==> src/rtl/txg_pkg.sv <==
package txg_pkg;
  typedef enum logic {
    TXG_ARMED  = 1'b0,
    TXG_LOCKED = 1'b1
  } txg_state_e;
endpackage

==> src/rtl/txg_sync.sv <==
module txg_sync #(
  parameter int unsigned STAGES = 2,
  parameter int unsigned WIDTH = 1,
  parameter logic [WIDTH-1:0] RESET_VAL = '1
) (
  input  logic             clk,
  input  logic             rst,
  input  logic [WIDTH-1:0] d_i,
  output logic [WIDTH-1:0] q_o
);
  logic [WIDTH-1:0] stage_q [STAGES];

  always_ff @(posedge clk) begin
    if (rst) stage_q[0] <= RESET_VAL;
    else     stage_q[0] <= d_i;
  end

  for (genvar g = 1; g < STAGES; g++) begin : g_stage
    always_ff @(posedge clk) begin
      if (rst) stage_q[g] <= RESET_VAL;
      else     stage_q[g] <= stage_q[g-1];
    end

    assert_stage_shift_R2: assert property (@(posedge clk) disable iff (rst)
      1'b1 |=> stage_q[g] == $past(stage_q[g-1]));
  end

  assign q_o = stage_q[STAGES-1];
endmodule

==> src/rtl/txg_low_timer.sv <==
module txg_low_timer #(
  parameter int unsigned TIMEOUT_CYCLES = 1000,
  localparam int unsigned CNT_W = $clog2(TIMEOUT_CYCLES + 1)
) (
  input  logic clk,
  input  logic rst,
  input  logic txd_s_i,
  output logic expire_o
);
  localparam logic [CNT_W-1:0] LIMIT = CNT_W'(TIMEOUT_CYCLES);

  logic [CNT_W-1:0] low_cnt_q;
  logic             at_limit;

  assign at_limit = (low_cnt_q == LIMIT);
  assign expire_o = ~txd_s_i & at_limit;

  always_ff @(posedge clk) begin
    if (rst || txd_s_i) low_cnt_q <= '0;
    else if (!at_limit) low_cnt_q <= low_cnt_q + 1'b1;
  end

  assert_cnt_bound_R3: assert property (@(posedge clk) disable iff (rst)
    low_cnt_q <= LIMIT);
  assert_high_clears_R5: assert property (@(posedge clk) disable iff (rst)
    txd_s_i |=> low_cnt_q == '0);
  assert_low_advances_R3: assert property (@(posedge clk) disable iff (rst)
    (!txd_s_i && !at_limit) |=> low_cnt_q == $past(low_cnt_q) + 1'b1);
endmodule

==> src/rtl/txg_gate.sv <==
module txg_gate
  import txg_pkg::*;
(
  input  logic clk,
  input  logic rst,
  input  logic txd_s_i,
  input  logic standby_s_i,
  input  logic expire_i,
  output logic drv_o,
  output logic fault_o
);
  txg_state_e state_q;
  logic       drv_q;
  logic       fault_q;
  logic       drive_ok;

  assign drive_ok = ~standby_s_i & ~txd_s_i & (state_q == TXG_ARMED) & ~expire_i;

  always_ff @(posedge clk) begin
    if (rst) begin
      state_q <= TXG_ARMED;
      fault_q <= 1'b0;
      drv_q   <= 1'b0;
    end else begin
      if (txd_s_i) begin
        state_q <= TXG_ARMED;
        fault_q <= 1'b0;
      end else if (expire_i) begin
        state_q <= TXG_LOCKED;
        fault_q <= 1'b1;
      end
      drv_q <= drive_ok;
    end
  end

  assign drv_o   = drv_q;
  assign fault_o = fault_q;

  assert_expire_sets_fault_R3: assert property (@(posedge clk) disable iff (rst)
    expire_i |=> fault_q && !drv_q);
  assert_no_drive_in_fault_R6: assert property (@(posedge clk) disable iff (rst)
    !(fault_q && drv_q));
  assert_fault_clear_cause_R7: assert property (@(posedge clk) disable iff (rst)
    $fell(fault_q) |-> $past(txd_s_i));
  assert_standby_off_R8: assert property (@(posedge clk) disable iff (rst)
    standby_s_i |=> !drv_q);
endmodule

==> src/rtl/txd_timeout_guard.sv <==
module txd_timeout_guard #(
  parameter int unsigned TIMEOUT_CYCLES = 1000,
  parameter int unsigned SYNC_STAGES = 2
) (
  input  logic clk,
  input  logic rst,
  input  logic txd_in,
  input  logic standby_in,
  output logic drv_dominant_o,
  output logic fault_o
);
  logic [1:0] raw_in;
  logic [1:0] synced;
  logic       txd_s;
  logic       standby_s;
  logic       expire;

  assign raw_in = {standby_in, txd_in};

  txg_sync #(
    .STAGES   (SYNC_STAGES),
    .WIDTH    (2),
    .RESET_VAL(2'b11)
  ) sync_i (
    .clk(clk),
    .rst(rst),
    .d_i(raw_in),
    .q_o(synced)
  );

  assign txd_s     = synced[0];
  assign standby_s = synced[1];

  txg_low_timer #(
    .TIMEOUT_CYCLES(TIMEOUT_CYCLES)
  ) timer_i (
    .clk     (clk),
    .rst     (rst),
    .txd_s_i (txd_s),
    .expire_o(expire)
  );

  txg_gate gate_i (
    .clk        (clk),
    .rst        (rst),
    .txd_s_i    (txd_s),
    .standby_s_i(standby_s),
    .expire_i   (expire),
    .drv_o      (drv_dominant_o),
    .fault_o    (fault_o)
  );

  assert_reset_quiet_R1: assert property (@(posedge clk)
    rst |=> !drv_dominant_o && !fault_o);
endmodule

==> config.mk <==
export PLATFORM = sky130hd
export DESIGN_NAME = txd_timeout_guard
export DESIGN_NICKNAME = d
export VERILOG_FILES = /design/src/rtl/txg_pkg.sv /design/src/rtl/txg_sync.sv /design/src/rtl/txg_low_timer.sv /design/src/rtl/txg_gate.sv /design/src/rtl/txd_timeout_guard.sv
export SDC_FILE = /design/constraint.sdc
export NUM_CORES = 1
export LEC_CHECK = 0
export ABC_AREA = 1
export BUFFER_PORTS_ARGS = -buffer_cell sky130_fd_sc_hd__buf_2
export CORE_UTILIZATION = 50
export DETAILED_ROUTE_END_ITERATION = 8
export HOLD_SLACK_MARGIN = 0.02
export PLACE_DENSITY_LB_ADDON = 0.15
export SLEW_MARGIN = 20
export SYNTH_ARGS = -nofsm -noshare
export SYNTH_HDL_FRONTEND = slang
export SYNTH_SLANG_ARGS = --single-unit
==> constraint.sdc <==
create_clock -name clk -period 1.3 [get_ports clk]
set_input_delay 0.26 -clock clk [delete_from_list [all_inputs] [get_ports clk]]
set_output_delay 0.26 -clock clk [all_outputs]
set_load 0.1 [all_outputs]
==> results.py, run 1 <==
metrics = {
    "outcome": {
        "status": "finished, final reports clean",
    },
    "timing": {
        "worst_slew_pin_slew_ps": 303,
        "fmax_mhz": 845,
        "hold_violations": 0,
        "slew_viol_final": 0,
        "layout_worst_path_cycle_share_pct": 91.0,
        "setup_violations": 0,
        "whs_ps": 147,
        "relSlewSlack_pct": 79.9,
        "skew_ps": 4.99,
        "rsz0062_at_grt": "true",
        "layout_min_cycle_time_ps": 1180,
    },
    "cells_and_area": {
        "nets": 112,
        "antenna_cells": 0,
        "drive_gt1_share_pct": 20.0,
        "final_common_cell": "nand2_1",
        "num-fill-cells": 125,
        "most-common-layout-cells": "nand2_1 (19), inv_1 (16), dfxtp_1 (15), nor2_1 (10), a21oi_1 (8)",
        "syn2layout_area_growth_pct": 17.1,
    },
    "synthesis": {
        "yosysUniqueCellTypes": 14,
        "postSynthNetCount": 100,
        "syn_area_per_cell_um2": 7.37,
        "synth_compound_area_share_pct": 9.39,
        "ys.warnings.count": 0,
        "seq_area_frac_synth_pct": 46.2,
        "synth-seq-cells": 16,
        "synth_top_family_by_area": "simple AND/OR/NAND/NOR gates",
        "synth_area_um2": 693,
        "muxShareOfSynthArea_pct": 0,
        "synthAdderAreaFrac_pct": 3.61,
        "synth-xor-area-share_pct": 0,
        "synth-simple-area-share_pct": 32.1,
        "syn_inst": 94,
    },
    "clock_network": {
        "cts_root_buffer": "clkbuf_4",
        "h-tree-depth": 1,
        "clk_latency_ps": 290,
        "cts_made_buffers": 3,
        "clkTransAtPathRegs_ps": 100,
        "cts_tree": "yes",
        "cts_max_path_buffers": 2,
        "cts_sinks": 16,
        "postCtsSetupRepairBufs": 0,
    },
    "floorplan": {
        "initial_utilization_pct": 53.3,
        "design.die.area_mm2": 0.00154,
        "die_y_um": 39.2,
        "core_mm2": 0.00130,
        "die_width_um": 39.2,
        "io_pins": 6,
        "fp-row-count": 13,
    },
    "setup_path": {
        "r2r-end": "timer_i.low_cnt_q[8]",
        "end_kind": "output pin",
        "crit_path_max_fanout": 1,
        "critPathArrivalTime_ps": 920,
        "setup.worst_path.class": "flip-flop to output pin",
        "r2r_setup_slack_ps": 130,
        "worst_path_max_delay_cell": "dfxtp_1",
        "startpoint_type": "flip-flop",
        "critical_path_buf_inv_count": 1,
        "cp_top_family": "flip-flops",
        "required_ps": 1040,
        "path_cells": "clkbuf_4",
        "reg2reg_depth": 5,
        "slowest_delay_ps": 320,
        "r2r-start": "timer_i.low_cnt_q[0]",
    },
    "pwr": {
        "power.total_mw": 0.853,
        "power_density_mw_per_mm2": 1050,
        "seqPwrFrac_pct": 58.5,
        "p_switching_mw": 0.175,
        "switching_share_pct": 20.5,
        "p_int_mw": 0.679,
        "pwr-share-clk_pct": 38.8,
        "p_leak_nw": 0.304,
        "power.share.combinational_pct": 2.7,
        "ir_drop_v": 0.000656,
    },
    "drt": {
        "drc": 0,
        "vias": 577,
        "wl_per_cell_um": 9.48,
        "drt_iter0_drc": 6,
        "routed_wl_um": 1140,
        "vias_per_cell": 4.81,
        "drtAntennaViolNets": 0,
        "first_pass_iters": 4,
    },
    "worst_hold_path": {
        "min_from": "txd_in",
        "hold_depth": 2,
        "hold_end": "sync_i.stage_q[0][0]",
        "holdCritPathClass": "primary input to flip-flop",
    },
    "grt": {
        "grt_pass1_wl_um": 1700,
        "grt_max_degree": 10,
        "gr-usage-all-layers_pct": 16.7,
        "antenna_found_initial": 0,
        "overflow": 0,
        "grt_pass1_vias": 452,
    },
    "flow_run": {
        "max_cap_violations": 0,
    },
    "place": {
        "gp_routability_congestion": 0.750,
        "hpwl_um": 839,
        "io_buffers": 5,
    },
}
## worst max path at each step
stage	endpoint	depth (start not counted)	slack [ps]	start
floorplan	drv_dominant_o	0	130	gate_i.drv_o
global placement	timer_i.low_cnt_q[8]	6	160	timer_i.low_cnt_q[0]
detailed placement	gate_i.drv_o	7	140	timer_i.low_cnt_q[0]
CTS	drv_dominant_o	1	20	gate_i.drv_o
global route	timer_i.low_cnt_q[8]	5	-0.2	timer_i.low_cnt_q[0]
finish	drv_dominant_o	1	120	gate_i.drv_o
## synthesized netlist by cell type
library cell   n  area share [%]
nand2_1       19              10
nor2_2         3             2.7
o21ai_0        5             3.6
nand3_1        5             3.6
nor2_1        10             5.4
dfxtp_1       16              46
nor3_1         1            0.72
nand3_2        1             1.4
ha_1           2             3.6
nor2_4         1             1.6
inv_1         16             8.7
or2_2          4             3.6
nand4_1        3             2.7
a21oi_1        8             5.8
## power by group through the flow
| stage | registers, mW | clock network, mW | logic, mW |
|---|---|---|---|
| after floorplan | 0.511 | 0 | 0.0115 |
| after global placement | 0.510 | 0 | 0.0228 |
| after detailed placement | 0.511 | 0 | 0.0232 |
| after CTS | 0.499 | 0.337 | 0.0233 |
| after global routing | 0.501 | 0.349 | 0.0261 |
| final | 0.499 | 0.331 | 0.0232 |
## area by class of cell
class	count	area [um2]	area share, %
tap	15	18.8	2.31
sequential	16	322	39.6
timing repair buffer	7	57.6	7.09
inverter	16	60.1	7.40
multi-input combinational	62	318	39.1
clock buffer	4	36.3	4.47
## sequential cells by signal (all words and copies together), names as in the netlist
signal,cells
sync_i.stage_q,4
timer_i.low_cnt_q,10
gate_i.state_q,1
gate_i.drv_o,1
## layer usage
layer,wire length [um],up-vias,track usage (%),share of wire [%]
met3,19,4,3.47,1.7
li1,-,316,-,-
met2,514,5,27.1,45
met5,0,-,0,0
met4,20,0,10.3,1.8
met1,583,252,19.7,51
## cell families after synthesis
family                     after synthesis
and+or+nand+nor                         47
buffers and inverters                   16
DFF                                     16
AOI/OAI and AO/OA                       13
adders and majority gates                2
## stage by stage
| step | std cells | setup WS [ps] | utilization [%] | setup TNS, ps | instance area, um2 |
|---|---|---|---|---|---|
| global route | 120 | -0.202 | 62.4 | -0.202 | 812 |
| finish | 120 | 117 | 62.4 | 0 | 812 |
| detailed placement | 116 | 143 | 59.0 | 0 | 768 |
| CTS | 120 | 23.3 | 61.8 | 0 | 805 |
| floorplan | 94 | 131 | - | 0 | 694 |
| global placement | 116 | 162 | 59.0 | 0 | 768 |
## timing repair
| item | in CTS | in global routing |
|---|---|---|
| endpoints found under the setup margin | 0 | 3 |
| hold buffers | 0 | 0 |
| gates resized for setup | 0 | 2 |
No activity file was read; power rests on OpenSTA's default activity.
==> run 2, diff against run 1 <==
==> constraint.sdc (replaced) <==
create_clock -name clk -period 1.3 [get_ports clk]
set_input_delay 0 -clock clk [delete_from_list [all_inputs] [get_ports clk]]
set_output_delay 0 -clock clk [all_outputs]
set_load 0.1 [all_outputs]
==> results.py, run 2 (synthesis gave the netlist of run 1 again) <==
metrics = {
    "grt": {
        "grt_max_degree": 10,
        "overflow": 0,
        "grt_pass1_vias": 479,
        "grt_pass1_wl_um": 1870,
        "gr-usage-all-layers_pct": 18.7,
        "antenna_found_initial": 0,
    },
    "clock_network": {
        "cts_max_path_buffers": 2,
        "clkTransAtPathRegs_ps": 100,
        "postCtsSetupRepairBufs": 0,
        "cts_root_buffer": "clkbuf_4",
        "h-tree-depth": 1,
        "cts_tree": "yes",
        "cts_sinks": 16,
        "cts_made_buffers": 3,
        "clk_latency_ps": 290,
    },
    "cells_and_area": {
        "top_register": "timer_i.low_cnt_q",
        "drive_gt1_share_pct": 18.5,
        "syn2layout_area_growth_pct": 19.3,
        "final_common_cell": "nand2_1",
        "largestRegisters": "timer_i.low_cnt_q: 10 flops, sync_i.stage_q: 4 flops",
        "nets": 115,
        "largest_register_ffs": 10,
        "num-fill-cells": 126,
        "antenna_cells": 0,
        "most-common-layout-cells": "nand2_1 (19), inv_1 (16), dfxtp_1 (15), nor2_1 (10), a21oi_1 (8)",
        "final_util_pct": 63.6,
    },
    "worst_hold_path": {
        "holdCritPathClass": "primary input to flip-flop",
    },
    "drt": {
        "wl_per_cell_um": 10.5,
        "drt_iter0_drc": 11,
        "vias_per_cell": 4.99,
        "vias": 614,
        "drc": 0,
        "drtAntennaViolNets": 0,
        "first_pass_iters": 4,
        "routed_wl_um": 1290,
    },
    "timing": {
        "skew_ps": 3.41,
        "hold_violations": 0,
        "worst_slew_pin_slew_ps": 482,
        "relSlewSlack_pct": 68.1,
        "fmax_mhz": 834,
        "slew_viol_final": 0,
        "rsz0062_at_grt": "false",
        "layout_min_cycle_time_ps": 1200,
        "finalSetupTns_ps": 0,
        "layout_worst_path_cycle_share_pct": 92.2,
        "setup_violations": 0,
    },
    "pwr": {
        "p_switching_mw": 0.180,
        "power.total_mw": 0.866,
        "ir_drop_v": 0.000630,
        "seqPwrFrac_pct": 57.7,
        "p_leak_nw": 0.314,
        "switching_share_pct": 20.8,
        "p_int_mw": 0.686,
        "power.share.combinational_pct": 3.7,
        "pwr-share-clk_pct": 38.6,
        "power_density_mw_per_mm2": 1050,
    },
    "floorplan": {
        "fp-row-count": 13,
        "die_y_um": 39.2,
        "design.die.area_mm2": 0.00154,
        "die_width_um": 39.2,
        "io_pins": 6,
        "core_mm2": 0.00130,
        "initial_utilization_pct": 53.3,
    },
    "place": {
        "io_buffers": 5,
        "hpwl_um": 876,
        "gp_routability_congestion": 0.738,
    },
    "setup_path": {
        "required_ps": 1530,
        "critPathArrivalTime_ps": 1430,
        "startpoint_type": "flip-flop",
        "end_kind": "flip-flop",
        "setup.worst_path.class": "flip-flop to flip-flop",
        "crit_path_max_fanout": 4,
    },
    "flow_run": {
        "max_cap_violations": 0,
    },
    "outcome": {
        "status": "finished, final reports clean",
    },
}
## run 2: power by group through the flow
| stage | Combinational (mW) | Clock [mW] | Sequential [mW] |
|---|---|---|---|
| 5_1_grt | 0.0361 | 0.355 | 0.500 |
| 3_3_place_gp | 0.0218 | 0 | 0.510 |
| 6_report | 0.0322 | 0.334 | 0.499 |
| 3_5_place_dp | 0.0219 | 0 | 0.511 |
| 4_1_cts | 0.0336 | 0.335 | 0.499 |
| 2_1_floorplan | 0.0115 | 0 | 0.511 |
## run 2: path summary, 6_finish.rpt
check                            start                    to  slack, ps  cells after the start
setup / recovery  timer_i.low_cnt_q[0]  timer_i.low_cnt_q[8]        100                      5
hold / removal                     rst  timer_i.low_cnt_q[1]         20                      4
setup reg to reg  timer_i.low_cnt_q[0]  timer_i.low_cnt_q[8]        100                      5
hold reg to reg   sync_i.stage_q[0][0]  sync_i.stage_q[1][0]        410                      1
## run 2: critical path, stage by stage (launching register included)
cell and delay, ps:
dfxtp_1 380, ha_1 210, nand3_1 140, nor2_2 170, nand3_1 90, a21oi_1 150
## run 2: metal layers
metal	global-route usage (%)	up-vias	wire (um)
li1	-	327	-
met1	21.5	270	613
met2	32.1	13	619
met3	5.20	4	35
met4	7.76	0	21
met5	0	-	0
## run 2: stage by stage
stage | cell area (um2) | worst slack, ps | hold slack, ps | cells
2_1_floorplan | 694 | 250 | 72.0 | 94
3_3_place_gp | 746 | 157 | 184 | 115
3_5_place_dp | 746 | 149 | 187 | 115
4_1_cts | 832 | 44.8 | 37.7 | 124
5_1_grt | 827 | 21.8 | 43.4 | 123
6_report | 827 | 101 | 17.3 | 123
## run 2: layout make-up
| class | count | area [um2] | share of cell area, % |
|---|---|---|---|
| Sequential cell | 16 | 322 | 38.9 |
| Multi-Input combinational cell | 62 | 318 | 38.4 |
| Timing Repair Buffer | 10 | 72.6 | 8.77 |
| Inverter | 16 | 60.1 | 7.26 |
| Clock buffer | 4 | 36.3 | 4.39 |
| Tap cell | 15 | 18.8 | 2.27 |
## run 2: repair_timing
item	CTS	global route
hold buffers	5	1
endpoints found under the setup margin	0	3
resized for setup	0	1
endpoints found under the hold margin	5	2
==> run 3, diff against run 2 <==
CAP_MARGIN = 40   (was unset)
RECOVER_POWER = 100   (was unset)
==> results.py, run 3 (synthesis gave the netlist of run 1 again) <==
metrics = {
    "timing": {
        "layout_worst_path_cycle_share_pct": 92.1,
        "rsz0062_at_grt": "false",
        "slew_viol_final": 0,
        "finalSetupTns_ps": 0,
        "skew_ps": 2.63,
        "layout_min_cycle_time_ps": 1200,
        "worst_slew_pin_slew_ps": 537,
        "setup_violations": 0,
        "final.setup.worst_slack_ps": 102,
        "relSlewSlack_pct": 64.4,
        "fmax_mhz": 835,
        "hold_violations": 0,
    },
    "cells_and_area": {
        "final_common_cell": "nand2_1",
        "largest_register_ffs": 10,
        "final_area_um2": 810,
        "largestRegisters": "timer_i.low_cnt_q: 10 flops, sync_i.stage_q: 4 flops",
        "most-common-layout-cells": "nand2_1 (19), inv_1 (16), dfxtp_1 (15), nor2_1 (11), a21oi_1 (8)",
        "final_util_pct": 62.2,
        "num-fill-cells": 132,
        "drive_gt1_share_pct": 14.8,
        "syn2layout_area_growth_pct": 16.8,
        "nets": 115,
        "top_register": "timer_i.low_cnt_q",
        "antenna_cells": 0,
    },
    "worst_hold_path": {
        "holdCritPathClass": "primary input to flip-flop",
        "min_from": "rst",
        "hold_depth": 4,
        "hold_end": "timer_i.low_cnt_q[1]",
    },
    "clock_network": {
        "clkTransAtPathRegs_ps": 90,
        "h-tree-depth": 1,
        "postCtsSetupRepairBufs": 0,
        "cts_sinks": 16,
        "cts_max_path_buffers": 2,
        "cts_root_buffer": "clkbuf_4",
        "cts_tree": "yes",
        "cts_made_buffers": 3,
        "clk_latency_ps": 280,
    },
    "floorplan": {
        "design.die.area_mm2": 0.00154,
        "die_width_um": 39.2,
        "die_y_um": 39.2,
        "fp-row-count": 13,
        "initial_utilization_pct": 53.3,
        "core_mm2": 0.00130,
        "io_pins": 6,
    },
    "place": {
        "io_buffers": 5,
        "place_area_um2": 746,
        "dp_slack_ps": 149,
        "gp_routability_congestion": 0.738,
        "hpwl_um": 876,
    },
    "setup_path": {
        "reg2reg_depth": 5,
        "end_kind": "flip-flop",
        "critPathArrivalTime_ps": 1420,
        "r2r-start": "timer_i.low_cnt_q[0]",
        "cp_top_family": "simple AND/OR/NAND/NOR gates",
        "path_cells": "ha_1 -> nand3_1 -> nor2_2 -> nand3_1 -> a21oi_1",
        "critical_path_buf_inv_count": 0,
        "worst_path_max_delay_cell": "dfxtp_1",
        "crit_path_max_fanout": 4,
        "required_ps": 1520,
        "crit_path_frequent_cell": "nand3_1",
        "r2r_setup_slack_ps": 100,
        "setup.worst_path.class": "flip-flop to flip-flop",
        "slowest_delay_ps": 380,
        "r2r-end": "timer_i.low_cnt_q[8]",
        "startpoint_type": "flip-flop",
    },
    "pwr": {
        "p_leak_nw": 0.305,
        "p_int_mw": 0.684,
        "power.share.combinational_pct": 3.6,
        "power_density_mw_per_mm2": 1060,
        "p_switching_mw": 0.173,
        "switching_share_pct": 20.2,
        "seqPwrFrac_pct": 58.2,
        "pwr-share-clk_pct": 38.1,
        "power.total_mw": 0.857,
        "ir_drop_v": 0.000626,
    },
    "drt": {
        "vias": 610,
        "drtAntennaViolNets": 0,
        "wl_per_cell_um": 10.3,
        "routed_wl_um": 1270,
        "first_pass_iters": 4,
        "drt_iter0_drc": 15,
        "vias_per_cell": 4.96,
        "drc": 0,
    },
    "grt": {
        "grt_pass1_wl_um": 1870,
        "grt_max_degree": 10,
        "overflow": 0,
        "gr-usage-all-layers_pct": 18.7,
        "grt_pass1_vias": 479,
        "antenna_found_initial": 0,
    },
    "outcome": {
        "status": "finished, final reports clean",
    },
    "flow_run": {
        "max_cap_violations": 0,
    },
}
## run 3: cell count changes in the layout (fill, tap and decap cells not counted)
cell / previous run / this run
buf_2: 5 / 2
buf_4: 1 / 0
clkbuf_1: 0 / 2
clkbuf_2: 0 / 2
nand3_1: 5 / 6
nand3_2: 1 / 0
nor2_1: 10 / 11
nor2_4: 2 / 1
## run 3: worst max path at each step
| stage | start | end | slack, ps | depth (start not counted) |
|---|---|---|---|---|
| after floorplan | timer_i.low_cnt_q[0] | timer_i.low_cnt_q[8] | 250 | 6 |
| after global placement | timer_i.low_cnt_q[0] | timer_i.low_cnt_q[8] | 160 | 6 |
| after detailed placement | timer_i.low_cnt_q[0] | timer_i.low_cnt_q[8] | 150 | 5 |
| after CTS | txd_in | sync_i.stage_q[0][0] | 40 | 4 |
| after global routing | timer_i.low_cnt_q[0] | timer_i.low_cnt_q[1] | 10 | 8 |
| final | timer_i.low_cnt_q[0] | timer_i.low_cnt_q[8] | 100 | 5 |
## run 3: final cells by class
cell class              instances  area, um2  area share (%)
flip-flops and latches         16        322            39.7
multi-input cells              62        305            37.7
repair buffers                 10       67.6            8.35
inverters                      16       60.1            7.42
clock buffers                   4       36.3            4.48
well taps                      15       18.8            2.32
## run 3: power by group through the flow
stage / combinational [mW] / sequential (mW) / clock (mW)
after floorplan: 0.0115 / 0.511 / 0
after global placement: 0.0218 / 0.510 / 0
after detailed placement: 0.0219 / 0.511 / 0
after CTS: 0.0336 / 0.499 / 0.335
after global routing: 0.0350 / 0.500 / 0.355
final: 0.0310 / 0.499 / 0.327
## run 3: per-layer routing
metal	vias to the layer above	part of all wire (%)	wire length [um]	GRT usage, %
met5	-	0	0	0
met4	0	0.95	12	7.76
met3	2	3.0	38	5.20
met2	11	50	630	32.1
met1	274	46	584	21.5
li1	323	-	-	-
## run 3: per-stage QoR
stage,hold slack (ps),cells
floorplan,72.0,94
global placement,184,115
detailed placement,187,115
CTS,37.7,124
global route,84.2,123
finish,63.1,123
## run 3: repair_timing
| action | 4_1_cts | 5_1_grt |
|---|---|---|
| endpoints found under the hold margin | 5 | 2 |
| resized for setup | 0 | 1 |
| setup endpoints to repair | 0 | 3 |
| hold buffers | 5 | 1 |
## run 3: worst reg2reg max path: stages (launching register included)
cell and delay, ps:
dfxtp_1 380, ha_1 210, nand3_1 140, nor2_2 170, nand3_1 90, a21oi_1 150
